File: src/rtl/can_fc_pkg.sv
package can_fc_pkg;
  typedef enum logic [1:0] {
    FC_ACTIVE  = 2'd0,
    FC_PASSIVE = 2'd1,
    FC_BUSOFF  = 2'd2
  } fc_state_e;
endpackage

File: src/rtl/can_fc_counter.sv
// Saturating error counter with a step on error and unit decrement on success.
module can_fc_counter #(
  parameter int W    = 8,
  parameter int STEP = 1
) (
  input  logic         clk,
  input  logic         rst,
  input  logic         inc,
  input  logic         dec,
  input  logic         clr,
  input  logic         hold,
  output logic [W-1:0] cnt_q,
  output logic [W-1:0] cnt_nxt,
  output logic         ovf
);
  localparam logic [W-1:0] MAXV = '1;
  localparam logic [W:0]   STEPV = (W+1)'(STEP);

  logic [W:0] sum;

  always_comb begin
    sum = {1'b0, cnt_q} + STEPV;
    ovf = 1'b0;
    if (clr) begin
      cnt_nxt = '0;
    end else if (hold) begin
      cnt_nxt = cnt_q;
    end else if (inc) begin
      ovf     = sum[W];
      cnt_nxt = sum[W] ? MAXV : sum[W-1:0];
    end else if (dec) begin
      cnt_nxt = (cnt_q == '0) ? '0 : cnt_q - 1'b1;
    end else begin
      cnt_nxt = cnt_q;
    end
  end

  always_ff @(posedge clk) begin
    if (rst) cnt_q <= '0;
    else     cnt_q <= cnt_nxt;
  end
endmodule

File: src/rtl/can_fc_recovery.sv
// Counts recessive-idle pulses while bus-off; flags the final one.
module can_fc_recovery #(
  parameter int N = 128
) (
  input  logic clk,
  input  logic rst,
  input  logic active,
  input  logic tick,
  output logic done
);
  localparam int RW = (N > 1) ? $clog2(N) : 1;
  localparam logic [RW-1:0] LAST = RW'(N - 1);

  logic [RW-1:0] cnt;

  assign done = active && tick && (cnt == LAST);

  always_ff @(posedge clk) begin
    if (rst || !active || done) cnt <= '0;
    else if (tick)              cnt <= cnt + 1'b1;
  end
endmodule

File: src/rtl/can_fc_state.sv
// Error state register, threshold flags and interrupt request.
module can_fc_state
  import can_fc_pkg::*;
#(
  parameter int W           = 8,
  parameter int PASSIVE_LIM = 127,
  parameter int WARN_LIM    = 96
) (
  input  logic         clk,
  input  logic         rst,
  input  logic [W-1:0] tx_nxt,
  input  logic [W-1:0] rx_nxt,
  input  logic         tx_ovf,
  input  logic         rec_done,
  input  logic         irq_en,
  output fc_state_e    state_q,
  output logic         tx_warn,
  output logic         rx_warn,
  output logic         any_warn,
  output logic         tx_pass,
  output logic         rx_pass,
  output logic         bus_off,
  output logic         irq
);
  localparam logic [W-1:0] PLIM = W'(PASSIVE_LIM);
  localparam logic [W-1:0] WLIM = W'(WARN_LIM);

  fc_state_e state_d;
  logic      tw_d, rw_d;

  always_comb begin
    if (state_q == FC_BUSOFF) begin
      state_d = rec_done ? FC_ACTIVE : FC_BUSOFF;
    end else if (tx_ovf) begin
      state_d = FC_BUSOFF;
    end else if (tx_nxt > PLIM || rx_nxt > PLIM) begin
      state_d = FC_PASSIVE;
    end else begin
      state_d = FC_ACTIVE;
    end
    tw_d = (tx_nxt >= WLIM);
    rw_d = (rx_nxt >= WLIM);
  end

  always_ff @(posedge clk) begin
    if (rst) begin
      state_q  <= FC_ACTIVE;
      tx_warn  <= 1'b0;
      rx_warn  <= 1'b0;
      any_warn <= 1'b0;
      tx_pass  <= 1'b0;
      rx_pass  <= 1'b0;
      bus_off  <= 1'b0;
      irq      <= 1'b0;
    end else begin
      state_q  <= state_d;
      tx_warn  <= tw_d;
      rx_warn  <= rw_d;
      any_warn <= tw_d | rw_d;
      tx_pass  <= (tx_nxt > PLIM) && (state_d != FC_BUSOFF);
      rx_pass  <= (rx_nxt > PLIM);
      bus_off  <= (state_d == FC_BUSOFF);
      irq      <= irq_en && (state_d != state_q);
    end
  end
endmodule

File: src/rtl/can_fault_conf.sv
module can_fault_conf
  import can_fc_pkg::*;
#(
  parameter int W            = 8,
  parameter int TX_STEP      = 8,
  parameter int RX_STEP      = 1,
  parameter int PASSIVE_LIM  = 127,
  parameter int WARN_LIM     = 96,
  parameter int RECOVER_IDLE = 128
) (
  input  logic         clk,
  input  logic         rst,
  input  logic         tx_err_p,
  input  logic         rx_err_p,
  input  logic         tx_ok_p,
  input  logic         rx_ok_p,
  input  logic         idle11_p,
  input  logic         irq_en,
  output logic [W-1:0] tx_cnt,
  output logic [W-1:0] rx_cnt,
  output logic [1:0]   fc_state,
  output logic         tx_warn,
  output logic         rx_warn,
  output logic         any_warn,
  output logic         tx_passive,
  output logic         rx_passive,
  output logic         bus_off,
  output logic         err_irq
);
  fc_state_e    st;
  logic [W-1:0] tx_nxt, rx_nxt;
  logic         tx_ovf, rx_ovf_unused, rec_done, in_busoff;

  assign in_busoff = (st == FC_BUSOFF);
  assign fc_state  = st;

  can_fc_counter #(.W(W), .STEP(TX_STEP)) u_txc (
    .clk(clk), .rst(rst),
    .inc(tx_err_p), .dec(tx_ok_p & ~tx_err_p),
    .clr(rec_done), .hold(in_busoff),
    .cnt_q(tx_cnt), .cnt_nxt(tx_nxt), .ovf(tx_ovf)
  );

  can_fc_counter #(.W(W), .STEP(RX_STEP)) u_rxc (
    .clk(clk), .rst(rst),
    .inc(rx_err_p), .dec(rx_ok_p & ~rx_err_p),
    .clr(rec_done), .hold(in_busoff),
    .cnt_q(rx_cnt), .cnt_nxt(rx_nxt), .ovf(rx_ovf_unused)
  );

  can_fc_recovery #(.N(RECOVER_IDLE)) u_rec (
    .clk(clk), .rst(rst), .active(in_busoff), .tick(idle11_p), .done(rec_done)
  );

  can_fc_state #(.W(W), .PASSIVE_LIM(PASSIVE_LIM), .WARN_LIM(WARN_LIM)) u_st (
    .clk(clk), .rst(rst),
    .tx_nxt(tx_nxt), .rx_nxt(rx_nxt), .tx_ovf(tx_ovf), .rec_done(rec_done),
    .irq_en(irq_en), .state_q(st),
    .tx_warn(tx_warn), .rx_warn(rx_warn), .any_warn(any_warn),
    .tx_pass(tx_passive), .rx_pass(rx_passive), .bus_off(bus_off), .irq(err_irq)
  );
endmodule

File: config.mk
export PLATFORM = sky130hd
export DESIGN_NAME = can_fault_conf
export DESIGN_NICKNAME = d
export VERILOG_FILES = /design/src/rtl/can_fc_pkg.sv /design/src/rtl/can_fc_counter.sv /design/src/rtl/can_fc_recovery.sv /design/src/rtl/can_fc_state.sv /design/src/rtl/can_fault_conf.sv
export SDC_FILE = /design/constraint.sdc
export NUM_CORES = 1
export LEC_CHECK = 0
export ABC_AREA = 0
export ABC_CLOCK_PERIOD_IN_PS = 2800
export BUFFER_PORTS_ARGS = -buffer_cell sky130_fd_sc_hd__buf_4
export CORE_MARGIN = 2
export CORE_UTILIZATION = 56
export CTS_CLUSTER_DIAMETER = 60
export DETAILED_ROUTE_END_ITERATION = 10
export PLACE_DENSITY = 0.79
export REMOVE_ABC_BUFFERS = 1
export SLEW_MARGIN = 20
export SYNTH_ARGS = -nofsm -noshare
export SYNTH_HDL_FRONTEND = slang
export SYNTH_SLANG_ARGS = --single-unit
File: constraint.sdc
create_clock -name clk -period 2.8 [get_ports clk]
set_input_delay 0.14 -clock clk [delete_from_list [all_inputs] [get_ports clk]]
set_output_delay 0.14 -clock clk [all_outputs]
set_load 0.02 [all_outputs]
# Yosys cells after proc, flatten, opt, wreduce, memory -nomap -nowiden
# Index checks and enable logic that the tools add are counted.
# Widths: inputs -> output; s select.
# word_totals
reg_bits,32
inputBits,8
output_inout_bits,25
word_cells,59
# op_classes
n_addsub,5
n_lt_le_gt_ge,4
eq_ne,5
mux,19
n_bitwise,5
reduce_logical,10
# op_table
operator,count
$mux 8,12
$ge 8x7->1 const B,2
$gt 8x7->1 const B,2
$logic_not 8->1,2
$sub 8x1->8 const B,2
$add 8x1->9 const B,1
$add 8x4->9 const B,1
$add 7x1->7 const B,1
$eq 7x7->1 const B,1
$mux 2,3
$eq 2x2->1 const B,2
$logic_and 1x1->1,4
$mux 1,4
$logic_or 1x1->1,3
$and 1x1->1,2
$ne 2x2->1,1
$ne 2x2->1 const B,1
$not 1->1,2
$logic_not 1->1,1
$or 1x1->1,1

# Depth between registers and ports, before layout
# Gate-level depths: netlist of the first run.
# logic_depth
word_depth,13
ltp_mapped,9
mapped_depth_nobuf,8

# By module
# Synthesis of the first run repeated with hierarchy kept, for this count alone.
# hier_totals
hier_cells,292
area_unflattened_um2,2373.5
# by_module_without_submodules
module,n_inst,cells_each,area_each_um2,seq_area_each_um2
can_fc_counter (u_rxc),1,119,892.1,160.2
can_fc_counter (u_txc),1,102,798.3,160.2
can_fc_recovery,1,38,342.8,140.1
can_fc_state,1,30,299.0,180.2
can_fault_conf,1,3,41.3,0.0

# Least setup slack after synthesis of the first run
# OpenSTA, ideal clock, no wires.
# synth_timing
path_kind,register -> register
from,reg u_rxc.cnt_q[0]
to,reg u_st.irq
setup_ns,0.103
arrival_ns,2.253
required_ns,2.697
slack_ns,0.443
path_stages_with_launch,9
n_path_buf,0
synth_period_minus_slack_ns,2.357
path_cell_list,dfxtp_1 > inv_1 > ha_1 > or4b_1 > nor3_2 > nor4_1 > a222oi_1 > xor2_1 > a2111oi_2
# synth_between
elab_chain_cells,13
elab_cells_between_ends,16
cone_classes,2 x add/sub; 1 x order compare; 1 x eq/ne; 9 x mux; 3 x reduce/logical
# synth_lines
element,line,text
from (decl),can_fc_counter.sv:12,"output logic [W-1:0] cnt_q,"
from (signal assigned),can_fc_counter.sv:40,else cnt_q <= cnt_nxt;
$sub 8x1->8 or $logic_not 8->1 (tied branches),can_fc_counter.sv:32,cnt_nxt = (cnt_q == '0) ? '0 : cnt_q - 1'b1;
$mux 8,can_fc_counter.sv:32,
$mux 8,can_fc_counter.sv:31,end else if (dec) begin
$mux 8,can_fc_counter.sv:28,end else if (inc) begin
$mux 8 (*),can_fc_counter.sv:26,end else if (hold) begin
$mux 8 (*),can_fc_counter.sv:24,if (clr) begin
$gt 8x7->1 (*),can_fc_state.sv:36,end else if (tx_nxt > PLIM || rx_nxt > PLIM) begin
$logic_or 1x1->1 (*),can_fc_state.sv:36,
$mux 1 (*),can_fc_state.sv:36,
$mux 2 (*),can_fc_state.sv:34,end else if (tx_ovf) begin
$mux 2 (*),can_fc_state.sv:32,if (state_q == FC_BUSOFF) begin
$ne 2x2->1 (*),can_fc_state.sv:63,irq <= irq_en && (state_d != state_q);
$logic_and 1x1->1 (*),can_fc_state.sv:63,
to (signal assigned),can_fc_state.sv:63,
to (decl),can_fc_state.sv:23,output logic irq
# Every way passes the cells marked *; elsewhere a longest branch is shown, timed or not.
# A chain may end at the register's enable or synchronous reset.

# Final worst setup path of the first run
# layout_timing
from,reg u_rxc.cnt_q[1]
to,reg u_st.irq
# Same word-level chain as after synthesis.

==> results of run 1 <==
## routing by layer
| layer | up-vias | routed length [um] | global-route usage [%] | part of all wire, % |
|---|---|---|---|---|
| li1 | 973 | - | - | - |
| met1 | 946 | 2230 | 35.2 | 45 |
| met2 | 105 | 2190 | 38.9 | 45 |
| met3 | 6 | 427 | 5.54 | 8.7 |
| met4 | 0 | 58 | 7.34 | 1.2 |
| met5 | - | 0 | 0 | 0 |
## cell families after synthesis
| logic type | share of synthesized area (%) |
|---|---|
| AND/OR/NAND/NOR | 27.3 |
| AO/OA/AOI/OAI | 24.2 |
| flip-flops | 32.3 |
| buffers and inverters | 5.43 |
| XOR/XNOR | 3.98 |
| adder cells (fa/ha/maj) | 5.68 |
| multiplexers | 1.01 |
## flip-flops by register name, indices dropped and copies added, names as in the netlist
signal         flops
u_st.tx_warn       1
u_st.bus_off       1
u_st.rx_warn       1
u_st.any_warn      1
u_st.irq           1
u_txc.cnt_q        8
u_st.tx_pass       1
u_rec.cnt          7
u_st.state_q       2
u_st.rx_pass       1
u_rxc.cnt_q        8
## synthesized netlist by cell type (all sizes together), types with 2 or more instances
cell | number | share of area, %
dfxtp | 32 | 32
nor2 | 28 | 5.3
o21ai | 17 | 4.3
a21oi | 13 | 3.5
nand2 | 13 | 2.5
clkbuf | 12 | 2.3
inv | 12 | 2.3
nand3 | 12 | 3.3
ha | 9 | 5.7
nor3 | 9 | 2.5
a31oi | 5 | 1.6
and3 | 5 | 1.6
nand2b | 5 | 1.6
o31ai | 5 | 1.9
xor2 | 5 | 2.2
a22o | 4 | 1.8
xnor2 | 4 | 1.8
and4 | 3 | 1.3
nor2b | 3 | 0.95
nor3b | 3 | 1.1
nor4 | 3 | 0.95
o32ai | 3 | 1.3
a21o | 2 | 0.76
a221oi | 2 | 0.88
a22oi | 2 | 0.76
a311oi | 2 | 0.88
buf | 2 | 0.82
mux2i | 2 | 1.0
nand4 | 2 | 0.63
nor4b | 2 | 0.88
o211ai | 2 | 0.76
o21a | 2 | 0.76
or3 | 2 | 0.63
or4b | 2 | 1.0
## where the power goes
group,internal (mW),switching (mW)
Clock,0.142,0.157
Combinational,0.165,0.206
Sequential,0.495,0.0670
## through the flow
| step | hold slack (ps) | setup slack, ps | area, um2 | cells |
|---|---|---|---|---|
| 5_1_grt | 86.1 | 72.7 | 2300 | 321 |
| 4_1_cts | 77.0 | 289 | 2300 | 321 |
| 3_3_place_gp | 423 | 451 | 2240 | 314 |
| 3_5_place_dp | 428 | 331 | 2240 | 314 |
| 6_report | 84.4 | 261 | 2300 | 321 |
| 2_1_floorplan | 212 | 434 | 1920 | 233 |
## layout make-up
class	instances	area [um2]	area share, %
inverters	12	45.0	1.95
clock buffers	7	65.1	2.82
flip-flops and latches	32	641	27.8
repair buffers	35	263	11.4
multi-input cells	189	1230	53.5
well taps	46	57.6	2.50
## final timing paths
path,end,slack (ps)
hold / removal,u_rxc.cnt_q[7],80
setup reg to reg,u_st.irq,260
setup / recovery,u_st.irq,260
hold reg to reg,u_rec.cnt[6],470
==> metrics.md, run 1 <==
| Metric | Value |
|---|---|
| Clock tree from TritonCTS | built |
| Total Power | 1.23 mW |
| Util after Layout | 68.5% |
| Final Skew | 13.6 ps |
| Ys async rst share | 0% |
| Top FF cell, synth | dfxtp_1 |
| Gp weighted congestion | 0.887 |
| Hold Path Class | in2reg |
| Site Rows | 21 |
| HP Start | rst |
| Post-Synthesis Cell Area | 1980 um2 |
| Max-cap violation count | 0 |
| Most common cell after layout, fill and taps aside | buf_4 |
| Yosys cell types | 58 |
| # DRC | 0 |
| Final worst-path cycle share | 90.7% |
| Die Y | 63.5 um |
| Area growth syn-to-layout | 16.3% |
| Core Area | 3360 um2 |
| Cell Pwr Density | 535 nW/um2 |
| Clk Latency, worst-skew pair | 330 ps |
| CP Data Required Time | 3040 ps |
| Layout cells sized above 1 | 17.1% |
| TritonCTS Buffers | 5 |
| Via density | 6.32 |
| Number of diodes | 0 |
| Status | completed |
| Drt wl/cell | 15.3 um |
| CP Launch Type | register |
| Vias in the first global route | 1737 |
| WL final | 4.91 mm |
| Commonest non-fill, non-tap cells in the layout | 35 x buf_4, 32 x dfxtp_1, 28 x nor2_1, 13 x nand2_1 |
| Setup TNS | 0 ps |
| Arrival time at the worst endpoint | 2780 ps |
| Worst Tran Pin Value | 607 ps |
| P_leak | 0.953 nW |
| Post-CTS Setup Bufs | 0 |
| Total GRT Usage | 25.2% |
| Max_slew headroom | 59.2% |
| Ports | 33 |
| RSZ-0062 raised after global routing | false |
| Worst-case vdd ir drop | 0.394 mV |
| CTS root buffer | clkbuf_4 |
| Hpwl dp | 3.42 mm |
| Post-route ant nets | 0 |
| WHS Path Cells | 2 |
| Fmax achieved | 0.394 GHz |
| Syn Area/Cell | 8.02 um2 |
| Part of the Yosys area used for sequential elements | 32.3% |
| Initial antenna violation count | 0 |
| Yosys warning count | 0 |
| Final slew viol count | 0 |
| Critical path, cell by cell | inv_1 > ha_1 > or4b_1 > nor3_2 > nor4_1 > a222oi_1 > xor2_1 > a2111oi_2 |
| Fill count | 301 |
| WS Path Type | reg2reg |
| CP max FO | 8 |
| Reg2reg path depth | 8 |
| CP endpoint kind | register |
| Input/output buffers | 32 |
| Die Wd | 63.5 um |
| Synth Instances | 247 |
| Initial Utilization | 58.9% |
| Post-synth EDFFs | 0 |
| Minimum clock period | 2540 ps |
| Clock transition at path regs | 110 ps |
| Bufs and invs on worst path | 1 |
| Final-stage net count | 292 |
| Die Footprint | 4030 um2 |
| First-pass DRT Iterations | 5 |
| Grt total ovfl | 0 |
| Hold Vio Cnt, Final | 0 |
| Worst path max stage delay | 520 ps |
| Hold buffer count at cts | 0 |
| Clock Sinks | 32 |
| Critical-path top delay cell | or4b_1 |
| CTS resizes | 0 |
| Crit path depth | 8 |
| Final Setup Violations | 0 |
| Seq cells post-synth | 32 |
| Crit path from | u_rxc.cnt_q[1] |
| First-pass GRT wire length | 8.18 mm |
| CTS max path bufs | 2 |
| Largest net degree at the start of global routing | 17 |
| Reg2reg start | u_rxc.cnt_q[1] |
| DR vias | 2030 |
| Detailed Route Iter0 Violations | 178 |
| CP delay by family, top | compound AO/OA/AOI/OAI gates |
| H-tree lvl count | 2 |
Power figures use the tool's default switching activity.
==> run 2, diff against run 1 <==
--- a/config.mk
+++ b/config.mk
@@ -9,10 +9,10 @@
 export ABC_CLOCK_PERIOD_IN_PS = 2800
 export BUFFER_PORTS_ARGS = -buffer_cell sky130_fd_sc_hd__buf_4
 export CORE_MARGIN = 2
-export CORE_UTILIZATION = 56
+export CORE_UTILIZATION = 50
 export CTS_CLUSTER_DIAMETER = 60
 export DETAILED_ROUTE_END_ITERATION = 10
-export PLACE_DENSITY = 0.79
+export PLACE_DENSITY = 0.72
 export REMOVE_ABC_BUFFERS = 1
 export SLEW_MARGIN = 20
 export SYNTH_ARGS = -nofsm -noshare
==> run 2 against run 1 <==
Net effect: power grew 6.5%; die area grew 11%; clock power grew 28%; setup slack gained 51 ps; first-iteration DRC count grew 3.9%; flip-flop and latch count is the same; cell area grew 1.5%; routed wire length shrank 2.3%; clock skew shrank 4.3 ps; sequential power is essentially flat; fmax grew 2.0%; largest power group unchanged; highest routed layer unchanged.
==> metrics.md, run 2 (synthesized netlist as in run 1, its figures left out) <==
| Metric | Value |
|---|---|
| Bufs and invs on worst path | 1 |
| Clk Latency, worst-skew pair | 290 ps |
| Hold buffer count at cts | 0 |
| Die Footprint | 4480 um2 |
| Core Area | 3740 um2 |
| Final Skew | 9.36 ps |
| Internal Power | 0.858 mW |
| Initial antenna violation count | 0 |
| Drt wl/cell | 14.8 um |
| DR vias | 1937 |
| Placed Area | 2240 um2 |
| Total Power | 1.31 mW |
| Clock power frac | 29.2% |
| Final-stage net count | 292 |
| CP Data Required Time | 2990 ps |
| Post-route cell area | 2340 um2 |
| Most common cell after layout, fill and taps aside | buf_4 |
| Area growth syn-to-layout | 18.1% |
| Worst R2R Setup Slack | 310 ps |
| Die Wd | 67.0 um |
| Fill count | 372 |
| Final slew viol count | 0 |
| Top flop regs | u_rxc.cnt_q (8), u_txc.cnt_q (8), u_rec.cnt (7) |
| Final worst-path cycle share | 88.9% |
| Status | completed |
| Psw | 0.455 mW |
| Clock tree from TritonCTS | built |
| Worst path max stage delay | 520 ps |
| Via density | 5.98 |
| H-tree lvl count | 2 |
| WS Path Type | reg2reg |
| Critical-path top delay cell | or4b_1 |
| CP delay by family, top | simple AND/OR/NAND/NOR gates |
| # DRC | 0 |
| CTS root buffer | clkbuf_8 |
| Number of diodes | 0 |
| Clock transition at path regs | 80 ps |
| TritonCTS Buffers | 5 |
| Share of power burned in registers | 42.8% |
| WL final | 4.80 mm |
| Hpwl dp | 3.36 mm |
| Largest net degree at the start of global routing | 17 |
| Total GRT Usage | 23.2% |
| P_leak | 0.959 nW |
| Switching Fraction | 34.7% |
| Vias in the first global route | 1680 |
| DP Worst Slack | 334 ps |
| CP Launch Type | register |
| Arrival time at the worst endpoint | 2680 ps |
| Worst hold slack | 124 ps |
| Setup TNS | 0 ps |
| Grt total ovfl | 0 |
| Hold Path Class | in2reg |
| Post-CTS Setup Bufs | 0 |
| Final Setup Violations | 0 |
| Layout cells sized above 1 | 17.4% |
| Ports | 33 |
| Die Y | 67.0 um |
| Clock Sinks | 32 |
| CP max FO | 9 |
| Max-cap violation count | 0 |
| Input/output buffers | 32 |
| Hold Vio Cnt, Final | 0 |
| Worst Tran Pin Value | 577 ps |
| Crit path depth | 8 |
| Critical path, cell by cell | inv_1 > ha_1 > or4b_1 > nor3_2 > nor4_1 > a222oi_1 > xor2_1 > a2111oi_2 |
| Fmax achieved | 0.402 GHz |
| CP endpoint kind | register |
| Worst-case vdd ir drop | 0.284 mV |
| Post-route ant nets | 0 |
| First-pass GRT wire length | 7.90 mm |
| Minimum clock period | 2490 ps |
| RSZ-0062 raised after global routing | false |
| Gp weighted congestion | 0.873 |
| Reg2reg path depth | 8 |
| Detailed Route Iter0 Violations | 185 |
| Initial Utilization | 52.9% |
| CTS max path bufs | 2 |
| First-pass DRT Iterations | 4 |
| Commonest non-fill, non-tap cells in the layout | 35 x buf_4, 32 x dfxtp_1, 28 x nor2_1, 13 x nand2_1 |
| CTS resizes | 0 |
| Comb power frac | 28.0% |
| Final setup margin | 312 ps |
| Site Rows | 22 |
| WHS Path Cells | 2 |
| Cell Pwr Density | 561 nW/um2 |
| Max_slew headroom | 61.2% |
[run 2: path summary, 6_finish.rpt]
check,from,endpoint
max reg2reg,u_rxc.cnt_q[0],u_st.irq
max,u_rxc.cnt_q[0],u_st.irq
min,rst,u_rxc.cnt_q[5]
min reg2reg,u_rec.cnt[6],u_rec.cnt[6]
[run 2: per-stage QoR]
stage | instances | util, %
finish | 324 | 62.5
global route | 324 | 62.5
detailed placement | 316 | 59.9
CTS | 324 | 62.5
floorplan | 233 | -
global placement | 316 | 59.9
[run 2: final cells by class]
cell class                 count  area [um2]  share of cell area (%)
inverter                      12        45.0                    1.93
clock inverter                 2        15.0                   0.642
multi-input combinational    189        1230                    52.7
tap                           48        60.1                    2.57
sequential                    32         641                    27.4
clock buffer                   6        82.6                    3.53
timing repair buffer          35         263                    11.2
[run 2: routing by layer]
metal / GRT usage (%) / routed length [um]
met1: 34.2 / 2390
met2: 33.8 / 2040
met3: 5.07 / 295
met4: 6.12 / 70
met5: 0 / 0
[run 2: power groups by stage]
stage | clock [mW] | sequential [mW] | combinational [mW]
3_5_place_dp | 0 | 0.571 | 0.364
3_3_place_gp | 0 | 0.570 | 0.360
2_1_floorplan | 0 | 0.603 | 0.199
4_1_cts | 0.395 | 0.560 | 0.366
5_1_grt | 0.415 | 0.571 | 0.404
6_report | 0.384 | 0.562 | 0.367
==> run 3, diff against run 2 <==
--- a/config.mk
+++ b/config.mk
@@ -12,6 +12,7 @@
 export CORE_UTILIZATION = 50
 export CTS_CLUSTER_DIAMETER = 60
 export DETAILED_ROUTE_END_ITERATION = 10
+export MAX_ROUTING_LAYER = met4
 export PLACE_DENSITY = 0.72
 export REMOVE_ABC_BUFFERS = 1
 export SLEW_MARGIN = 20
==> run 3 against run 2 <==
Net effect: via count grew 1.8%; first-iteration DRC count grew 7.6%; clock skew grew 0.73 ps; routed wire length shrank 0.25%; non-clock buffer count is the same; global-route usage grew 0.61 points; utilization is the same; cell area is the same; count of clock-buffer cells in the layout is the same.
==> metrics.md, run 3 (synthesized netlist as in run 1, its figures left out) <==
| Metric | Value |
|---|---|
| CP max FO | 9 |
| CTS max path bufs | 2 |
| Final Skew | 10.1 ps |
| Max_slew headroom | 62.6% |
| Die Y | 67.0 um |
| Clock tree from TritonCTS | built |
| RSZ-0062 raised after global routing | false |
| Arrival time at the worst endpoint | 2690 ps |
| Max-cap violation count | 0 |
| Initial Utilization | 52.9% |
| Worst Tran Pin Value | 557 ps |
| Clk Latency, worst-skew pair | 290 ps |
| Hold Path Class | in2reg |
| Cell Pwr Density | 561 nW/um2 |
| WS Path Type | reg2reg |
| Reg2reg start | u_rxc.cnt_q[0] |
| Detailed Route Iter0 Violations | 199 |
| Gp weighted congestion | 0.887 |
| Initial antenna violation count | 0 |
| Status | completed |
| Via density | 6.08 |
| Post-CTS Setup Bufs | 0 |
| Final slew viol count | 0 |
| Clock Sinks | 32 |
| Total GRT Usage | 23.8% |
| TritonCTS Buffers | 5 |
| Hold buffer count at cts | 0 |
| CTS root buffer | clkbuf_8 |
| WHS Path Cells | 2 |
| Site Rows | 22 |
| First-pass GRT wire length | 7.91 mm |
| Hpwl dp | 3.36 mm |
| Input/output buffers | 32 |
| WL final | 4.78 mm |
| Die Wd | 67.0 um |
| Final-stage net count | 292 |
| Ports | 33 |
| CP Launch Type | register |
| Die Footprint | 4480 um2 |
| DR vias | 1971 |
| CP Data Required Time | 2990 ps |
| Number of diodes | 0 |
| Vias in the first global route | 1679 |
| Minimum clock period | 2500 ps |
| Hold Path Sink | u_rxc.cnt_q[5] |
| HP Start | rst |
| Fmax achieved | 0.401 GHz |
| H-tree lvl count | 2 |
| Total Power | 1.31 mW |
| Area growth syn-to-layout | 18.1% |
| Final worst-path cycle share | 89.2% |
| Layout cells sized above 1 | 17.4% |
| Top flop regs | u_rxc.cnt_q (8), u_txc.cnt_q (8), u_rec.cnt (7) |
| # DRC | 0 |
| CP endpoint kind | register |
| Clock transition at path regs | 80 ps |
| Most common cell after layout, fill and taps aside | buf_4 |
| Commonest non-fill, non-tap cells in the layout | 35 x buf_4, 32 x dfxtp_1, 28 x nor2_1, 13 x nand2_1 |
| P_leak | 0.959 nW |
| Worst-case vdd ir drop | 0.284 mV |
| Hold Vio Cnt, Final | 0 |
| CTS resizes | 0 |
| Largest net degree at the start of global routing | 17 |
| Reg2reg path depth | 8 |
| Post-route ant nets | 0 |
| Final Setup Violations | 0 |
| Worst R2R Setup Slack | 300 ps |
| Grt total ovfl | 0 |
| First-pass DRT Iterations | 5 |
| Drt wl/cell | 14.8 um |
| Worst r2r dst | u_st.irq |
| Core Area | 3740 um2 |
| Setup TNS | 0 ps |
run 3: cell counts in the layout (fill, tap and decap cells not counted):
Identical to the previous run, type by type.
run 3: layout make-up:
cell class | count | area, um2
fillers | 372 | 1400
multi-input cells | 189 | 1230
flip-flops and latches | 32 | 641
repair buffers | 35 | 263
clock buffers | 6 | 82.6
well taps | 48 | 60.1
inverters | 12 | 45.0
clock inverters | 2 | 15.0
run 3: per-layer routing:
layer | GRT usage [%] | part of all wire, % | routed length (um)
met4 | 6.12 | 1.3 | 61
met5 | - | 0 | 0
met2 | 33.8 | 43 | 2050
met3 | 5.07 | 5.4 | 258
met1 | 34.2 | 50 | 2410
run 3: how the worst max path moves through the flow:
stage                    end  cells after the start            from  slack, ps
floorplan           u_st.irq                      8  u_rxc.cnt_q[0]        430
global placement    u_st.irq                      8  u_rxc.cnt_q[0]        440
detailed placement  u_st.irq                      8  u_rxc.cnt_q[0]        330
CTS                 u_st.irq                      8  u_rxc.cnt_q[0]        300
global route        u_st.irq                      8  u_rxc.cnt_q[0]        110
finish              u_st.irq                      8  u_rxc.cnt_q[0]        300
run 3: worst max-delay path, stage by stage (launching register included):
cell and delay, ps:
dfxtp_1 390, inv_1 130, ha_1 150, or4b_1 510, nor3_2 170, nor4_1 100, a222oi_1 440, xor2_1 150
a2111oi_2 350
run 3: stage by stage:
step / util (%) / worst slack (ps) / cell area, um2 / cells / hold WS (ps)
6_report: 62.5 / 304 / 2340 / 324 / 121
2_1_floorplan: - / 434 / 1920 / 233 / 212
3_5_place_dp: 59.9 / 334 / 2240 / 316 / 427
4_1_cts: 62.5 / 302 / 2340 / 324 / 117
3_3_place_gp: 59.9 / 441 / 2240 / 316 / 426
5_1_grt: 62.5 / 106 / 2340 / 324 / 126
run 3: where the power goes:
group          switching (mW)  internal, mW
logic                   0.204         0.164
clock network           0.184         0.199
registers              0.0669         0.495
total                   0.454         0.858
